[config.mk]
export PLATFORM = sky130hd
export DESIGN_NAME = dma_req_arbiter
export DESIGN_NICKNAME = d
export VERILOG_FILES = /design/src/rtl/dma_arb_pkg.sv /design/src/rtl/dma_arb_dp.sv /design/src/rtl/dma_arb_ctl.sv /design/src/rtl/dma_req_arbiter.sv
export SDC_FILE = /design/constraint.sdc
export NUM_CORES = 1
export LEC_CHECK = 0
export BUFFER_PORTS_ARGS = -buffer_cell sky130_fd_sc_hd__buf_4
export CORE_AREA = 2 2 92 94
export CTS_BUF_LIST = sky130_fd_sc_hd__clkbuf_8 sky130_fd_sc_hd__clkbuf_16
export CTS_CLUSTER_DIAMETER = 80
export DETAILED_ROUTE_END_ITERATION = 8
export DIE_AREA = 0 0 94 96
export PLACE_DENSITY_LB_ADDON = 0.3
export SLEW_MARGIN = 10
export SYNTH_ARGS = -nofsm -noshare
export SYNTH_HDL_FRONTEND = slang
export SYNTH_SLANG_ARGS = --single-unit
[constraint.sdc]
create_clock -name clk -period 1.9 [get_ports clk]
set_input_delay 0.285 -clock clk [delete_from_list [all_inputs] [get_ports clk]]
set_output_delay 0.285 -clock clk [all_outputs]
set_load 0.1 [all_outputs]
[src/rtl/dma_arb_pkg.sv]
package dma_arb_pkg;
  // Strobes passed from the arbitration control to the datapath
  typedef struct packed {
    logic active;  // a grant is currently held
    logic load;    // latch pickVec as the new grant this cycle
    logic drop;    // release the held grant this cycle
  } ctlStrobe_t;

  // Positions inside the control byte
  localparam int CMD_PAIR    = 0;
  localparam int CMD_HOLD    = 1;
  localparam int CMD_OFF     = 2;
  localparam int CMD_COMP    = 3;
  localparam int CMD_ROTATE  = 4;
  localparam int CMD_EXTWR   = 5;
  localparam int CMD_REQLOW  = 6;
  localparam int CMD_ACKHIGH = 7;
endpackage

[src/rtl/dma_arb_dp.sv]
module dma_arb_dp
  import dma_arb_pkg::*;
#(
  parameter int NUM_CH      = 4,
  parameter int SYNC_STAGES = 2,
  parameter int DATA_W      = 8,
  localparam int CH_W       = (NUM_CH > 1) ? $clog2(NUM_CH) : 1,
  localparam int MODE_W     = DATA_W - CH_W
) (
  input  logic                     clk,
  input  logic                     rstN,
  input  logic                     wrEn,
  input  logic                     wrSel,
  input  logic [DATA_W-1:0]        wrData,
  input  logic [NUM_CH-1:0]        reqPin,
  input  ctlStrobe_t               strobe,
  input  logic [NUM_CH-1:0]        pickVec,
  output logic [NUM_CH-1:0]        reqActive,
  output logic [NUM_CH-1:0]        grantVec,
  output logic [DATA_W-1:0]        cmdReg,
  output logic [NUM_CH-1:0]        ackPin,
  output logic [NUM_CH*MODE_W-1:0] modeFlat
);
  // Request synchronizer chain
  logic [NUM_CH-1:0] syncQ [SYNC_STAGES];

  generate
    for (genvar s = 0; s < SYNC_STAGES; s++) begin : g_sync
      always_ff @(posedge clk or negedge rstN) begin
        if (!rstN) syncQ[s] <= '0;
        else if (s == 0) syncQ[s] <= reqPin;
        else syncQ[s] <= syncQ[(s > 0) ? s - 1 : 0];
      end
    end
  endgenerate

  assign reqActive = syncQ[SYNC_STAGES-1] ^ {NUM_CH{cmdReg[CMD_REQLOW]}};

  // Control byte
  always_ff @(posedge clk or negedge rstN) begin
    if (!rstN) cmdReg <= '0;
    else if (wrEn && !wrSel) cmdReg <= wrData;
  end

  // Per-channel setting registers behind one address
  generate
    for (genvar c = 0; c < NUM_CH; c++) begin : g_mode
      logic [MODE_W-1:0] modeQ;
      always_ff @(posedge clk or negedge rstN) begin
        if (!rstN) modeQ <= '0;
        else if (wrEn && wrSel && (wrData[CH_W-1:0] == CH_W'(c)))
          modeQ <= wrData[DATA_W-1:CH_W];
      end
      assign modeFlat[c*MODE_W +: MODE_W] = modeQ;
    end
  endgenerate

  // Grant holding register
  always_ff @(posedge clk or negedge rstN) begin
    if (!rstN) grantVec <= '0;
    else if (strobe.load) grantVec <= pickVec;
    else if (strobe.drop) grantVec <= '0;
  end

  assign ackPin = cmdReg[CMD_ACKHIGH] ? grantVec : ~grantVec;
endmodule

[src/rtl/dma_arb_ctl.sv]
module dma_arb_ctl
  import dma_arb_pkg::*;
#(
  parameter int NUM_CH = 4,
  localparam int CH_W  = (NUM_CH > 1) ? $clog2(NUM_CH) : 1
) (
  input  logic              clk,
  input  logic              rstN,
  input  logic [NUM_CH-1:0] reqActive,
  input  logic [NUM_CH-1:0] grantVec,
  input  logic              holdOff,
  input  logic              rotateEn,
  output ctlStrobe_t        strobe,
  output logic [NUM_CH-1:0] pickVec
);
  logic [CH_W-1:0] topPtr;
  logic [CH_W-1:0] heldIdx;
  logic [CH_W-1:0] basePtr;
  logic            found;

  assign basePtr = rotateEn ? topPtr : '0;

  // Search from basePtr upward, wrapping around
  always_comb begin
    pickVec = '0;
    found   = 1'b0;
    for (int k = 0; k < NUM_CH; k++) begin
      int cand;
      cand = int'(basePtr) + k;
      if (cand >= NUM_CH) cand = cand - NUM_CH;
      if (!found && reqActive[cand]) begin
        pickVec[cand] = 1'b1;
        found         = 1'b1;
      end
    end
  end

  always_comb begin
    heldIdx = '0;
    for (int i = 0; i < NUM_CH; i++)
      if (grantVec[i]) heldIdx = CH_W'(i);
  end

  assign strobe.active = |grantVec;
  assign strobe.drop   = strobe.active && ~|(grantVec & reqActive);
  assign strobe.load   = !strobe.active && !holdOff && found;

  always_ff @(posedge clk or negedge rstN) begin
    if (!rstN) topPtr <= '0;
    else if (strobe.drop && rotateEn)
      topPtr <= (int'(heldIdx) == NUM_CH - 1) ? '0 : heldIdx + 1'b1;
  end
endmodule

[src/rtl/dma_req_arbiter.sv]
module dma_req_arbiter
  import dma_arb_pkg::*;
(
  input  logic        clk,
  input  logic        rstN,
  input  logic        wrEn,
  input  logic        wrSel,
  input  logic [7:0]  wrData,
  input  logic [3:0]  reqPin,
  output logic [3:0]  ackPin,
  output logic        memPairEn,
  output logic        addrHoldEn,
  output logic        compTiming,
  output logic        extWrite,
  output logic [23:0] modeFlat
);
  localparam int NUM_CH = 4;
  localparam int DATA_W = 8;

  ctlStrobe_t        strobe;
  logic [NUM_CH-1:0] pickVec;
  logic [NUM_CH-1:0] reqActive;
  logic [NUM_CH-1:0] grantVec;
  logic [DATA_W-1:0] cmdReg;

  dma_arb_dp #(.NUM_CH(NUM_CH), .SYNC_STAGES(2), .DATA_W(DATA_W)) u_dp (
    .clk(clk), .rstN(rstN), .wrEn(wrEn), .wrSel(wrSel), .wrData(wrData),
    .reqPin(reqPin), .strobe(strobe), .pickVec(pickVec),
    .reqActive(reqActive), .grantVec(grantVec), .cmdReg(cmdReg),
    .ackPin(ackPin), .modeFlat(modeFlat)
  );

  dma_arb_ctl #(.NUM_CH(NUM_CH)) u_ctl (
    .clk(clk), .rstN(rstN), .reqActive(reqActive), .grantVec(grantVec),
    .holdOff(cmdReg[CMD_OFF]), .rotateEn(cmdReg[CMD_ROTATE]),
    .strobe(strobe), .pickVec(pickVec)
  );

  assign memPairEn  = cmdReg[CMD_PAIR];
  assign addrHoldEn = cmdReg[CMD_HOLD];
  assign compTiming = cmdReg[CMD_COMP];
  assign extWrite   = cmdReg[CMD_EXTWR];
endmodule

# ---- Word-level counts from Yosys, hierarchy flattened
# Index checks and enable logic that the tools add are counted.
dict set report word_totals {
  ff_bits 46
  latchBits 0
  ramBits 0
  romBits 0
  inputBits 16
  out_inout_bits 32
  wordCells 107
  n_memories 0
}
dict set report classes {
  add_sub_neg 8
  multipliers 0
  div_mod_pow 0
  n_lt_le_gt_ge 12
  eq_ne 4
  shifts 0
  n_mux 40
  bitwise_logic 6
  reduce_logical 28
}
# cell count
set ops {}
lappend ops {{>= comparator 32 x 1 -> 1 bit (second input constant)} 4}
lappend ops {{less-than comparator 32 x 4 -> 1 bit (second input constant)} 4}
lappend ops {{two-way mux 32 bit} 4}
lappend ops {{>= comparator 32 x 4 -> 1 bit (second input constant)} 3}
lappend ops {{subtractor 32 x 4 -> 32 bit (second input constant)} 3}
lappend ops {{two-way mux 4 bit} 7}
lappend ops {{logical AND 1 bit} 17}
lappend ops {{two-way mux 1 bit} 17}
lappend ops {{bitwise OR 4 bit} 3}
lappend ops {{binary-select mux 1 bit (select 2 bit)} 4}
lappend ops {{demux 1 bit (select 2 bit)} 4}
lappend ops {{two-way mux 2 bit} 4}
lappend ops {{OR reduction 4 bit} 2}
lappend ops {{zero test 1 bit} 7}
lappend ops {{adder 2 x 2 -> 3 bit (second input constant)} 2}
lappend ops {{bitwise AND 4 bit} 1}
lappend ops {{== test 2 x 1 -> 1 bit (second input constant)} 2}
lappend ops {{== test 2 bit (second input constant)} 2}
lappend ops {{inverter 4 bit} 1}
lappend ops {{subtractor 2 x 3 -> 4 bit (second input constant)} 1}
lappend ops {{XOR 4 bit} 1}
lappend ops {{adder 2 x 1 -> 3 bit (second input constant)} 1}
lappend ops {{>= comparator 2 x 3 -> 1 bit (second input constant)} 1}
lappend ops {{adder 2 x 1 -> 2 bit (second input constant)} 1}
lappend ops {{2 further kinds} 2}

# ---- Logic depth before layout (Yosys ltp)
# Gate-level depths: netlist of run 1.
dict set report depth {
  ltp_word 18
  depth_mapped 8
  ltp_nobuf 6
}

# ---- Modules after synthesis
# Synthesis of run 1 repeated with hierarchy kept, for this count alone.
dict set report hier_totals {
  cells_unflattened 169
  area_unflattened_um2 2185.8
}
# module instances cells_per_inst area_per_inst_um2 seq_area_each_um2
set modules_own_cells {}
lappend modules_own_cells {dma_arb_dp 1 105 1692.9 1101.1}
lappend modules_own_cells {dma_arb_ctl 1 64 493.0 50.0}

# ---- Worst setup path after synthesis of run 1
# OpenSTA, ideal clock, no wires.
dict set report synth_path {
  kind {register to output}
  from {register u_dp.cmdReg[7]}
  to {output port ackPin[0]}
  arrival_time_ns 2.091
  required_time_ns 1.615
  path_slack_ns -0.476
  stages_incl_launch_ff 3
  path_buffers 1
  path_cell_list {dfrtp_1 clkbuf_1 xnor2_1}
}
dict set report synth_via {
  elab_chain_cells 1
}
# element line
set synth_rtl {}
lappend synth_rtl {{start: declaration} dma_arb_dp.sv:20} ;# output logic [DATA_W-1:0] cmdReg,
lappend synth_rtl {{start signal: assignment} dma_arb_dp.sv:42} ;# else if (wrEn && !wrSel) cmdReg <= wrData;
lappend synth_rtl {{two-way mux 4 bit} dma_arb_dp.sv:65} ;# assign ackPin = cmdReg[CMD_ACKHIGH] ? grantVec : ~grantVec;
lappend synth_rtl {{end: declaration} dma_req_arbiter.sv:10} ;# output logic [3:0] ackPin,
# No other way between the ends.

# ---- Worst setup path in the final report of run 1
dict set report layout_path {
  from {register u_dp.cmdReg[6]}
  to {register u_ctl.topPtr[0]}
}
dict set report layout_via {
  elab_chain_cells 6
}
# element line
set layout_rtl {}
lappend layout_rtl {{XOR 4 bit} dma_arb_dp.sv:37} ;# assign reqActive = syncQ[SYNC_STAGES-1] ^ {NUM_CH{cmdReg[CMD_REQLOW]}};
lappend layout_rtl {{bitwise AND 4 bit} dma_arb_ctl.sv:45} ;# assign strobe.drop = strobe.active && ~|(grantVec & reqActive);
lappend layout_rtl {{OR reduction 4 bit} dma_arb_ctl.sv:45}
lappend layout_rtl {{zero test 1 bit} dma_arb_ctl.sv:45}
lappend layout_rtl {{logical AND 1 bit} dma_arb_ctl.sv:45}
lappend layout_rtl {{logical AND 1 bit} dma_arb_ctl.sv:50} ;# else if (strobe.drop && rotateEn)
lappend layout_rtl {{end signal: assignment} dma_arb_ctl.sv:51} ;# topPtr <= (int'(heldIdx) == NUM_CH - 1) ? '0 : heldIdx + 1'b1;
lappend layout_rtl {{end: declaration} dma_arb_ctl.sv:16} ;# logic [CH_W-1:0] topPtr;
# No other way between the ends.
# A chain may end at the register's enable or synchronous reset.

==> flow_summary_export.csv, run 1 <==
group,metric,value,unit
run_status,status,"finished, violations left",
run_status,violations,"hold timing, setup timing",
sta,max-slew-margin-rel,60.7,%
worst_setup_path,crit_type,"register to register",
power_and_ir_drop,p_sw_share,48.1,%
synth,synth.most_common_cell,"dfrtp_1",
final_layout,design_area,3140,µm²
global_routing,grt_pass1_wl,9380,µm
sta,setup_viol,6,
power_and_ir_drop,vdd_drop_max,0.699,mV
synth,synth.net_count,222,
sta,finalCritPeriodShare,106,%
sta,skew,0.00283,ns
die,core_area,8050,µm²
global_routing,grt_pass1_vias,1943,
synth,ys_warn_count,0,
synth,ys_async_sr_fraction,100,%
die,ios,48,
final_layout,n_fill_cell,810,
placed_design,pre_cts_slack,-0.262,ns
placed_design,placed_area,2910,µm²
sta,rsz0062_at_grt,"true",
global_routing,groute.usage.overall,13.3,%
synth,synth-edff-count,0,
clock_tree,clk_latency,0.29,ns
detailed_routing,drtIter0Drc,99,
synth,avgSynthCellArea,10.8,µm²
synth,synth_top_area_share,51.9,%
global_routing,grt_overflow,0,
power_and_ir_drop,p_leak,1.46,nW
worst_setup_path,cp_slowest_cell,"dfrtp_2",
power_and_ir_drop,switching_power,2.36,mW
detailed_routing,wl,5530,µm
detailed_routing,drtPass1Iterations,4,
clock_tree,root_buffer,"clkbuf_8",
synth,synth_top_area_cell,"dfrtp_1",
detailed_routing,drtAntennaViolNets,0,
die,die_x,94,µm
clock_tree,cts_tree,"yes",
synth,synthDistinctLibCells,43,
final_layout,drive_gt1_share,46.3,%
placed_design,io_buffers,47,
detailed_routing,wl_per_cell,14.2,µm
final_layout,final_nets,300,
synth,ys_ff_latch,46,
worst_setup_path,crit_arrival,2.20,ns
worst_setup_path,reg2reg_from,"u_dp.cmdReg[6]",
detailed_routing,remaining_drc_errors,0,
power_and_ir_drop,pwr-share-seq,27.5,%
synth,synthCells,206,
clock_tree,cts_buffer_depth,2,
worst_setup_path,startpoint_type,"register",
sta,timing.final.hold_violations,18,
worst_setup_path,endpoint_kind,"register",
sta,holdWs,-0.0145,ns
power_and_ir_drop,p_comb_share,54.8,%
final_layout,areaGrowthSynthToFinish,41.6,%
worst_setup_path,reg2reg_slack,-0.12,ns
final_layout,antenna_cells,0,
clock_tree,cts-hold-fix-buffers,0,
worst_setup_path,crit_family,"flip-flops",
final_layout,utilization,39.0,%
die,start_util,27.5,%
sta,worst_pin_slew,0.590,ns
worst_setup_path,r2r-end,"u_ctl.topPtr[0]",
job,maxCapViolCount,0,
power_and_ir_drop,power-per-cell-area,1560,nW/µm²
synth,yosysSeqAreaShare,51.9,%
sta,report.final.slew_viol_count,0,
global_routing,grt_max_degree,47,
synth,synth_common_cells,"46 x dfrtp_1, 40 x nand2_1, 24 x mux2_2",
worst_setup_path,timing.critical_path.buf_inv,1,
clock_tree,cts.sinks,46,
sta,setup_tns,-0.570,ns
clock_tree,path_clk_slew,0.09,ns
worst_setup_path,max_stage_delay,0.52,ns
synth,synth_flop_cell,"dfrtp_1",
worst_setup_path,required,2.08,ns
sta,layout_setup_ws,-0.120,ns
power_and_ir_drop,power.share.clock,17.7,%
worst_setup_path,worstRegToRegCells,7,
clock_tree,h-tree-depth,2,
power_and_ir_drop,report.power.total,4.91,mW
global_routing,antenna_found_initial,0,
worst_setup_path,path_cells,"xor2_2 > buf_4 > a22oi_2 > o211ai_1 > a21o_1 > or2_4 > mux2_4",
placed_design,gp_congestion,0.861,
worst_setup_path,cp_max_fo,8,
sta,max_freq,0.495,GHz
sta,min_period,2.02,ns
placed_design,post-dp-hpwl,4090,µm
detailed_routing,via_per_inst,4.65,
synth,netlist_top_cells_area,"dfrtp_1 52%, mux2_2 12%, nand2_1 6.8%",
die,std_cell_rows,33,
detailed_routing,vias,1812,
power_and_ir_drop,p_int,2.55,mW
hold_path,hold_path.class,"input pin to async pin",
die,die-area,9020,µm²
die,die_y,96,µm
worst_setup_path,cp-startpoint,"u_dp.cmdReg[6]",
clock_tree,cts_buffers,5,
synth,synthesis.area,2220,µm²
==> worst reg2reg max path: stages, from the launching register on <==
cell and delay, ns:
dfrtp_2 0.52, xor2_2 0.19, buf_4 0.16, a22oi_2 0.15, o211ai_1 0.14, a21o_1 0.20
or2_4 0.25, mux2_4 0.31
==> worst max-delay path by stage <==
stage | endpoint | slack (ns) | depth (start not counted)
after floorplan | ackPin[0] | -0.48 | 2
after global placement | u_dp.grantVec[1] | -0.31 | 7
after detailed placement | u_dp.grantVec[1] | -0.26 | 7
after CTS | u_ctl.topPtr[0] | -0.09 | 7
after global routing | u_dp.grantVec[2] | -0.24 | 7
final | u_ctl.topPtr[0] | -0.12 | 7
==> layer usage <==
metal | part of all wire (%) | track usage [%] | vias up
met5 | 0 | 0 | -
met4 | 3.4 | 6.40 | 0
met3 | 6.3 | 3.68 | 17
met2 | 48 | 22.7 | 62
met1 | 42 | 15.5 | 869
li1 | - | - | 864
==> layout by cell type (no fill, tap or decap), types with 2 or more instances in the layout <==
cell type | netlist | routed
buf_4 | 2 | 80
dfrtp_1 | 46 | 44
nand2_1 | 40 | 39
mux2_2 | 24 | 24
nor2_1 | 11 | 11
xnor2_1 | 6 | 6
a21oi_1 | 5 | 5
clkbuf_8 | 0 | 5
xor2_1 | 6 | 4
mux2i_1 | 5 | 4
nand3_1 | 4 | 4
o21ai_0 | 4 | 4
nand2b_1 | 3 | 3
nor3_1 | 5 | 3
nor2b_1 | 2 | 2
xor2_2 | 1 | 2
inv_1 | 2 | 2
or3_1 | 2 | 2
nor3_2 | 0 | 2
mux2_4 | 0 | 2
nand4_1 | 2 | 2
o21ai_1 | 3 | 2
bufinv_16 | 0 | 2
dfrtp_2 | 0 | 2
==> flip-flops by register name, summed over array words and instances (netlist names) <==
signal and cells:
u_dp.syncQ 8, u_ctl.topPtr 2, u_dp.grantVec 4, u_dp.g_mode.modeQ 24
u_dp.cmdReg 8
==> what timing repair did <==
action | in CTS | in global routing
setup endpoints to repair | 6 | 6
buffers inserted | 0 | 0
resized for setup | 20 | 1
pin swaps | 8 | 1
==> per-stage QoR <==
stage,hold slack (ns),instances
4_1_cts,0.0000555,390
3_3_place_gp,0.331,383
2_1_floorplan,-0.0106,206
5_1_grt,0.0339,390
6_report,-0.0145,390
3_5_place_dp,0.332,383
==> cells by family (layout without fill, tap and decap cells) <==
kind of cell	count (synthesis)	count (layout)	share of synthesized area, %
buffers and inverters	12	91	2.94
XOR/XNOR	13	13	5.48
AND/OR/NAND/NOR	79	79	16.5
multiplexers	31	31	15.5
AO/OA/AOI/OAI	25	25	7.62
flip-flops	46	46	51.9
==> cell type report <==
class / instances / area [µm²] / area share [%]
sequential: 46 / 1150 / 36.8
multi-input combinational: 148 / 1090 / 34.9
timing repair buffer: 81 / 612 / 19.5
tap: 105 / 131 / 4.19
clock buffer: 5 / 68.8 / 2.19
clock inverter: 3 / 68.8 / 2.19
inverter: 2 / 7.51 / 0.239
==> power by group through the flow <==
stage	Combinational [mW]	Clock (mW)	Sequential [mW]
3_5_place_dp	2.60	0	1.36
2_1_floorplan	0.978	0	2.21
4_1_cts	2.69	0.898	1.35
3_3_place_gp	2.60	0	1.35
6_report	2.69	0.869	1.35
5_1_grt	2.83	0.931	1.38
Note: power is estimated with default switching activity, not from simulation.
==> inputs of run 2 (changes only) <==
Settings changed: SYNTH_HIERARCHICAL from default to 1.
==> run 2 against run 1 <==
  * Area after synthesis is 1.4% lower
  * Sequential share of layout area is 3.5 points higher
  * Count of clock-buffer cells in the layout stayed put
  * Flip-flop and latch count stayed put
  * Critical path depth is 1 higher
  * Setup slack better by 0.012 ns
  * Critical path type unchanged
  * Wire length is 17% lower
  * Register-to-register slack hardly changed
  * The run ends with setup timing left
  * Fmax is 0.60% higher
  * Synthesized cell count is 18% lower
  * Clock power is 19% lower
==> flow_summary_export.csv, run 2 <==
group,metric,value,unit
die,start_util,27.1,%
power_and_ir_drop,power-per-cell-area,1580,nW/µm²
final_layout,antenna_cells,0,
worst_setup_path,required,2.12,ns
final_layout,areaGrowthSynthToFinish,30.7,%
final_layout,drive_gt1_share,50.4,%
clock_tree,root_buffer,"clkbuf_8",
sta,rsz0062_at_grt,"true",
clock_tree,h-tree-depth,2,
worst_setup_path,max_stage_delay,0.48,ns
synth,synth_flop_cell,"dfrtp_1",
run_status,violations,"setup timing",
final_layout,stdcell_count,331,
synth,synthDistinctLibCells,47,
power_and_ir_drop,p_leak,1.26,nW
synth,netlist_top_cells_area,"dfrtp_1 53%, mux2_2 13%, mux2_4 4.1%",
sta,holdWs,0.0892,ns
synth,ys_warn_count,6,
detailed_routing,wl_per_cell,13.9,µm
detailed_routing,drtPass1Iterations,4,
placed_design,post-dp-hpwl,3310,µm
worst_setup_path,worstRegToRegCells,8,
placed_design,placed_area,2680,µm²
detailed_routing,vias,1524,
die,ios,48,
sta,finalCritPeriodShare,106,%
clock_tree,cts_buffer_depth,2,
worst_setup_path,startpoint_type,"register",
synth,synth.most_common_cell,"dfrtp_1",
sta,skew,0.00574,ns
detailed_routing,remaining_drc_errors,0,
sta,report.final.slew_viol_count,0,
clock_tree,cts_tree,"yes",
final_layout,largest_reg_flops,24,
die,die-area,9020,µm²
worst_setup_path,reg2reg_slack,-0.11,ns
worst_setup_path,r2r-end,"u_dp/grantVec[0]",
worst_setup_path,cp_max_fo,4,
placed_design,gp_congestion,0.806,
final_layout,n_fill_cell,819,
clock_tree,path_clk_slew,0.08,ns
hold_path,hold_path.class,"input pin to register",
synth,synth-edff-count,0,
worst_setup_path,path_cells,"buf_6 > xor2_2 > nand2b_4 > mux4_2 > a2111oi_2 > a221o_1 > nand2_1 > o21ai_1",
final_layout,final_nets,241,
final_layout,layout_common_cells,"58 x buf_4, 45 x dfrtp_1, 26 x mux2_2",
hold_path,holdCritStartpoint,"reqPin[2]",
global_routing,grt_overflow,0,
final_layout,top_regs,"u_dp/g_mode.modeQ x24, u_dp/cmdReg x8, u_dp/syncQ x8",
detailed_routing,drtIter0Drc,98,
final_layout,regMostFlops,"u_dp/g_mode.modeQ",
clock_tree,clk_latency,0.30,ns
die,core_area,8050,µm²
detailed_routing,drtAntennaViolNets,0,
synth,synth_top_area_cell,"dfrtp_1",
placed_design,io_buffers,47,
global_routing,groute.usage.overall,10.9,%
placed_design,place_inst,322,
global_routing,antenna_found_initial,0,
die,die_x,94,µm
synth,synth_top_area_share,52.7,%
final_layout,mostFrequentLayoutCell,"buf_4",
synth,synthCells,169,
final_layout,utilization,35.5,%
clock_tree,cts_buffers,5,
global_routing,grt_max_degree,47,
clock_tree,cts.sinks,46,
sta,worst_pin_slew,0.577,ns
die,std_cell_rows,33,
sta,min_period,2.01,ns
synth,synth.net_count,185,
synth,ys_async_sr_fraction,100,%
sta,max_freq,0.498,GHz
detailed_routing,wl,4610,µm
worst_setup_path,crit_type,"register to register",
sta,setup_viol,3,
power_and_ir_drop,report.power.total,4.53,mW
global_routing,grt_pass1_vias,1514,
worst_setup_path,crit_arrival,2.23,ns
synth,avgSynthCellArea,12.9,µm²
die,die_y,96,µm
job,maxCapViolCount,0,
global_routing,grt_pass1_wl,7700,µm
synth,yosysSeqAreaShare,52.7,%
synth,synth_common_cells,"46 x dfrtp_1, 26 x mux2_2, 9 x nand2b_1",
synth,ys_ff_latch,46,
power_and_ir_drop,vdd_drop_max,0.645,mV
run_status,status,"finished, violations left",
final_layout,design_area,2860,µm²
worst_setup_path,endpoint_kind,"register",
hold_path,whs_path_depth,1,
sta,layout_setup_ws,-0.108,ns
hold_path,worstHoldEndpoint,"u_dp/syncQ[6]",
worst_setup_path,reg2reg_from,"u_dp/cmdReg[6]",
worst_setup_path,cp_slowest_cell,"dfrtp_2",
synth,synthesis.area,2190,µm²
sta,timing.final.hold_violations,0,
detailed_routing,via_per_inst,4.60,
sta,max-slew-margin-rel,61.5,%
## run 2: cell types whose count changed after synthesis, moves of 4 or more
cell,delta
o21ai_0,+4
nand2b_1,+6
nor3_1,-4
nor2_1,-5
nand2_1,-33
a21oi_1,-4
mux2i_1,-5
mux2_4,+6
## run 2: report_power, final
part           internal [mW]  switching (mW)  total [mW]
Sequential              1.17           0.167        1.34
Clock                  0.383           0.322       0.705
Combinational          0.724            1.76        2.48
## run 2: worst max-delay path by stage
| stage | from | endpoint | slack, ns | depth (start not counted) |
|---|---|---|---|---|
| 3_5_place_dp | u_dp/cmdReg[6] | u_dp/grantVec[3] | -0.12 | 8 |
| 6_report | u_dp/cmdReg[6] | u_dp/grantVec[0] | -0.11 | 8 |
| 2_1_floorplan | u_dp/cmdReg[7] | ackPin[0] | -0.48 | 2 |
| 5_1_grt | u_dp/cmdReg[6] | u_dp/grantVec[1] | -0.23 | 8 |
| 3_3_place_gp | u_dp/cmdReg[6] | u_dp/grantVec[3] | -0.14 | 8 |
| 4_1_cts | u_dp/cmdReg[6] | u_dp/grantVec[0] | -0.11 | 8 |
## run 2: metrics by stage
stage,setup TNS [ns],setup slack (ns)
after floorplan,-2.00,-0.485
after global placement,-0.350,-0.135
after detailed placement,-0.439,-0.125
after CTS,-0.282,-0.113
after global routing,-0.667,-0.225
final,-0.246,-0.108
## run 2: per-layer routing
metal  vias to the layer above  wire length (µm)  global-route usage (%)
li1                        715                 -                       -
met1                       772              2210                    15.6
met2                        32              2180                    16.4
met3                         5               188                    2.74
met4                         0                33                    2.90
met5                         -                 0                       0
## run 2: repair_timing
action,in CTS,in global routing
endpoints found under the hold margin,10,0
buffers inserted,0,0
pin swaps,0,2
hold buffers,1,0
endpoints found under the setup margin,4,6
gates resized for setup,7,5
## run 2: layout make-up
class | instances | area, µm² | share of cell area [%]
clock buffers | 5 | 68.8 | 2.41
clock inverters | 3 | 37.5 | 1.31
inverters | 1 | 3.75 | 0.131
multi-input cells | 111 | 1010 | 35.2
flip-flops and latches | 46 | 1150 | 40.3
well taps | 105 | 131 | 4.60
repair buffers | 60 | 457 | 16.0
## run 2: logic make-up (layout without fill, tap and decap cells)
| logic type | Yosys count | in the layout | share of synthesized area, % |
|---|---|---|---|
| XOR/XNOR | 8 | 8 | 3.21 |
| multiplexers | 35 | 35 | 19.6 |
| AO/OA/AOI/OAI | 23 | 23 | 7.61 |
| buffers and inverters | 12 | 69 | 3.78 |
| flip-flops | 46 | 46 | 52.7 |
| AND/OR/NAND/NOR | 45 | 45 | 13.2 |
## run 2: critical path, delay by kind of cell, from the launching register on
family          cells  cell delay (ns)
simple gates        2             0.19
compound gates      3             0.46
buf+inv             1             0.15
flops               1             0.48
mux                 1             0.48
xor+xnor            1             0.17
==> inputs of run 3 (changes only) <==
Settings changed: CORE_AREA 2 2 92 94 to 2 2 77 79, DIE_AREA 0 0 94 96 to 0 0 79 81.
==> run 3 against run 2 <==
  * The run still ends with setup timing left
  * Total power increased by 0.50%
  * Via count increased by 0.39%
  * Largest power group unchanged
  * Final area is 0.13% higher
  * First-iteration DRC count is 13% lower
  * Hold slack improved by 0.0079 ns
  * Fmax shrank 0.52%
  * Flip-flop and latch count unchanged
  * Die area decreased by 29%
  * Sequential share of layout area shrank 0.053 points
  * Non-clock buffer count up 6
  * Final cell count down 7.3%
  * Largest cell class unchanged
  * Wire length down 5.4%
==> flow_summary_export.csv, run 3 (synthesis gave the netlist of run 2 again) <==
group,metric,value,unit
run_status,status,"finished, violations left",
run_status,violations,"setup timing",
placed_design,place_inst,296,
clock_tree,root_buffer,"clkbuf_8",
die,die-area,6400,µm²
sta,finalCritPeriodShare,106,%
clock_tree,cts_tree,"yes",
sta,rsz0062_at_grt,"true",
global_routing,grt_max_degree,47,
power_and_ir_drop,p_leak,1.28,nW
power_and_ir_drop,switching_power,2.23,mW
global_routing,groute.usage.overall,14.9,%
hold_path,whs_path_depth,1,
clock_tree,cts_buffer_depth,2,
global_routing,grt_pass1_wl,7470,µm
detailed_routing,wl,4360,µm
die,start_util,38.5,%
clock_tree,h-tree-depth,2,
detailed_routing,via_per_inst,4.98,
power_and_ir_drop,power.share.clock,15.4,%
final_layout,stdcell_count,307,
final_layout,top_regs,"u_dp/g_mode.modeQ x24, u_dp/cmdReg x8, u_dp/syncQ x8",
final_layout,drive_gt1_share,50.0,%
power_and_ir_drop,p_sw_share,49.1,%
placed_design,io_buffers,47,
worst_setup_path,required,2.12,ns
sta,worst_pin_slew,0.576,ns
worst_setup_path,crit_arrival,2.24,ns
global_routing,antenna_found_initial,0,
detailed_routing,wl_per_cell,14.2,µm
final_layout,regMostFlops,"u_dp/g_mode.modeQ",
die,core_area,5680,µm²
sta,skew,0.00753,ns
clock_tree,cts.sinks,46,
sta,holdWs,0.0971,ns
final_layout,final_nets,247,
placed_design,placed_area,2670,µm²
final_layout,utilization,50.4,%
die,die_y,81,µm
sta,setup_viol,3,
placed_design,gp_congestion,0.899,
die,ios,48,
clock_tree,path_clk_slew,0.08,ns
sta,max_freq,0.495,GHz
final_layout,layout_common_cells,"64 x buf_4, 45 x dfrtp_1, 26 x mux2_2",
worst_setup_path,max_stage_delay,0.48,ns
worst_setup_path,cp_max_fo,6,
power_and_ir_drop,vdd_drop_max,0.810,mV
sta,min_period,2.02,ns
detailed_routing,drtAntennaViolNets,0,
detailed_routing,drtPass1Iterations,4,
global_routing,grt_overflow,0,
detailed_routing,drtIter0Drc,85,
worst_setup_path,worstRegToRegCells,8,
worst_setup_path,startpoint_type,"register",
worst_setup_path,endpoint_kind,"register",
final_layout,design_area,2860,µm²
sta,max-slew-margin-rel,61.6,%
final_layout,n_fill_cell,518,
final_layout,antenna_cells,0,
sta,setup_tns,-0.236,ns
die,die_x,79,µm
power_and_ir_drop,p_comb_share,55.5,%
sta,report.final.slew_viol_count,0,
clock_tree,clk_latency,0.29,ns
die,std_cell_rows,28,
worst_setup_path,crit_type,"register to register",
job,maxCapViolCount,0,
detailed_routing,remaining_drc_errors,0,
final_layout,areaGrowthSynthToFinish,30.9,%
final_layout,mostFrequentLayoutCell,"buf_4",
sta,timing.final.hold_violations,0,
detailed_routing,vias,1530,
power_and_ir_drop,p_int,2.31,mW
clock_tree,cts_buffers,5,
power_and_ir_drop,pwr-share-seq,29.1,%
worst_setup_path,path_cells,"buf_12 > xor2_4 > nand2b_1 > mux4_2 > or2_0 > o211ai_1 > nand2_1 > o21ai_1",
global_routing,grt_pass1_vias,1491,
placed_design,post-dp-hpwl,3220,µm
power_and_ir_drop,power-per-cell-area,1590,nW/µm²
sta,layout_setup_ws,-0.119,ns
hold_path,hold_path.class,"input pin to register",
final_layout,largest_reg_flops,24,
worst_setup_path,cp_slowest_cell,"mux4_2",
-- run 3: worst paths after layout --
| kind | slack (ns) | start | end |
|---|---|---|---|
| max in group asynchronous | 0.95 | rstN | u_dp/cmdReg[6] |
| min reg2reg | 0.35 | u_dp/syncQ[6] | u_dp/syncQ[2] |
| min in group asynchronous | 0.52 | rstN | u_dp/g_mode[2].modeQ[3] |
| max | -0.12 | u_dp/cmdReg[6] | u_dp/grantVec[1] |
| min | 0.1 | reqPin[0] | u_dp/syncQ[4] |
| max reg2reg | -0.12 | u_dp/cmdReg[6] | u_dp/grantVec[1] |
-- run 3: layout make-up --
class	instances	area (µm²)	share of cell area, %
multi-input combinational	111	991	34.6
tap	75	93.8	3.28
inverter	1	3.75	0.131
timing repair buffer	66	510	17.8
clock inverter	3	41.3	1.44
sequential	46	1150	40.3
clock buffer	5	68.8	2.40
-- run 3: worst max-delay path, delay by kind of cell (launching register included) --
kind | cells | cell delay [ns]
DFF | 1 | 0.45
buffers and inverters | 1 | 0.15
xor gates and xnor gates | 1 | 0.19
muxes | 1 | 0.48
AOI/OAI and AO/OA | 2 | 0.24
and+or+nand+nor | 3 | 0.43
-- run 3: repair_timing --
| action | 4_1_cts | 5_1_grt |
|---|---|---|
| endpoints found under the hold margin | 5 | 0 |
| setup buffers | 2 | 0 |
| pin swaps | 1 | 0 |
| hold buffers | 1 | 0 |
| resized for setup | 5 | 1 |
| setup endpoints to repair | 6 | 6 |
-- run 3: power by group through the flow --
stage	Clock (mW)	Sequential (mW)	Combinational, mW
detailed placement	0	1.34	2.49
global route	0.776	1.36	2.67
floorplan	0	2.23	1.01
global placement	0	1.34	2.48
finish	0.700	1.33	2.52
CTS	0.730	1.33	2.53
-- run 3: per-stage QoR --
step / setup WS (ns) / power, mW
6_report: -0.119 / 4.55
4_1_cts: -0.129 / 4.59
2_1_floorplan: -0.485 / 3.24
5_1_grt: -0.245 / 4.80
3_3_place_gp: -0.144 / 3.82
3_5_place_dp: -0.174 / 3.83
-- run 3: metal layers --
metal  part of all wire (%)  vias to the layer above  GRT usage (%)
met2                     48                       37           23.9
li1                       -                      726              -
met5                      0                        -              0
met3                    6.3                        5           4.78
met4                    1.1                        0           4.14
met1                     44                      762           19.6
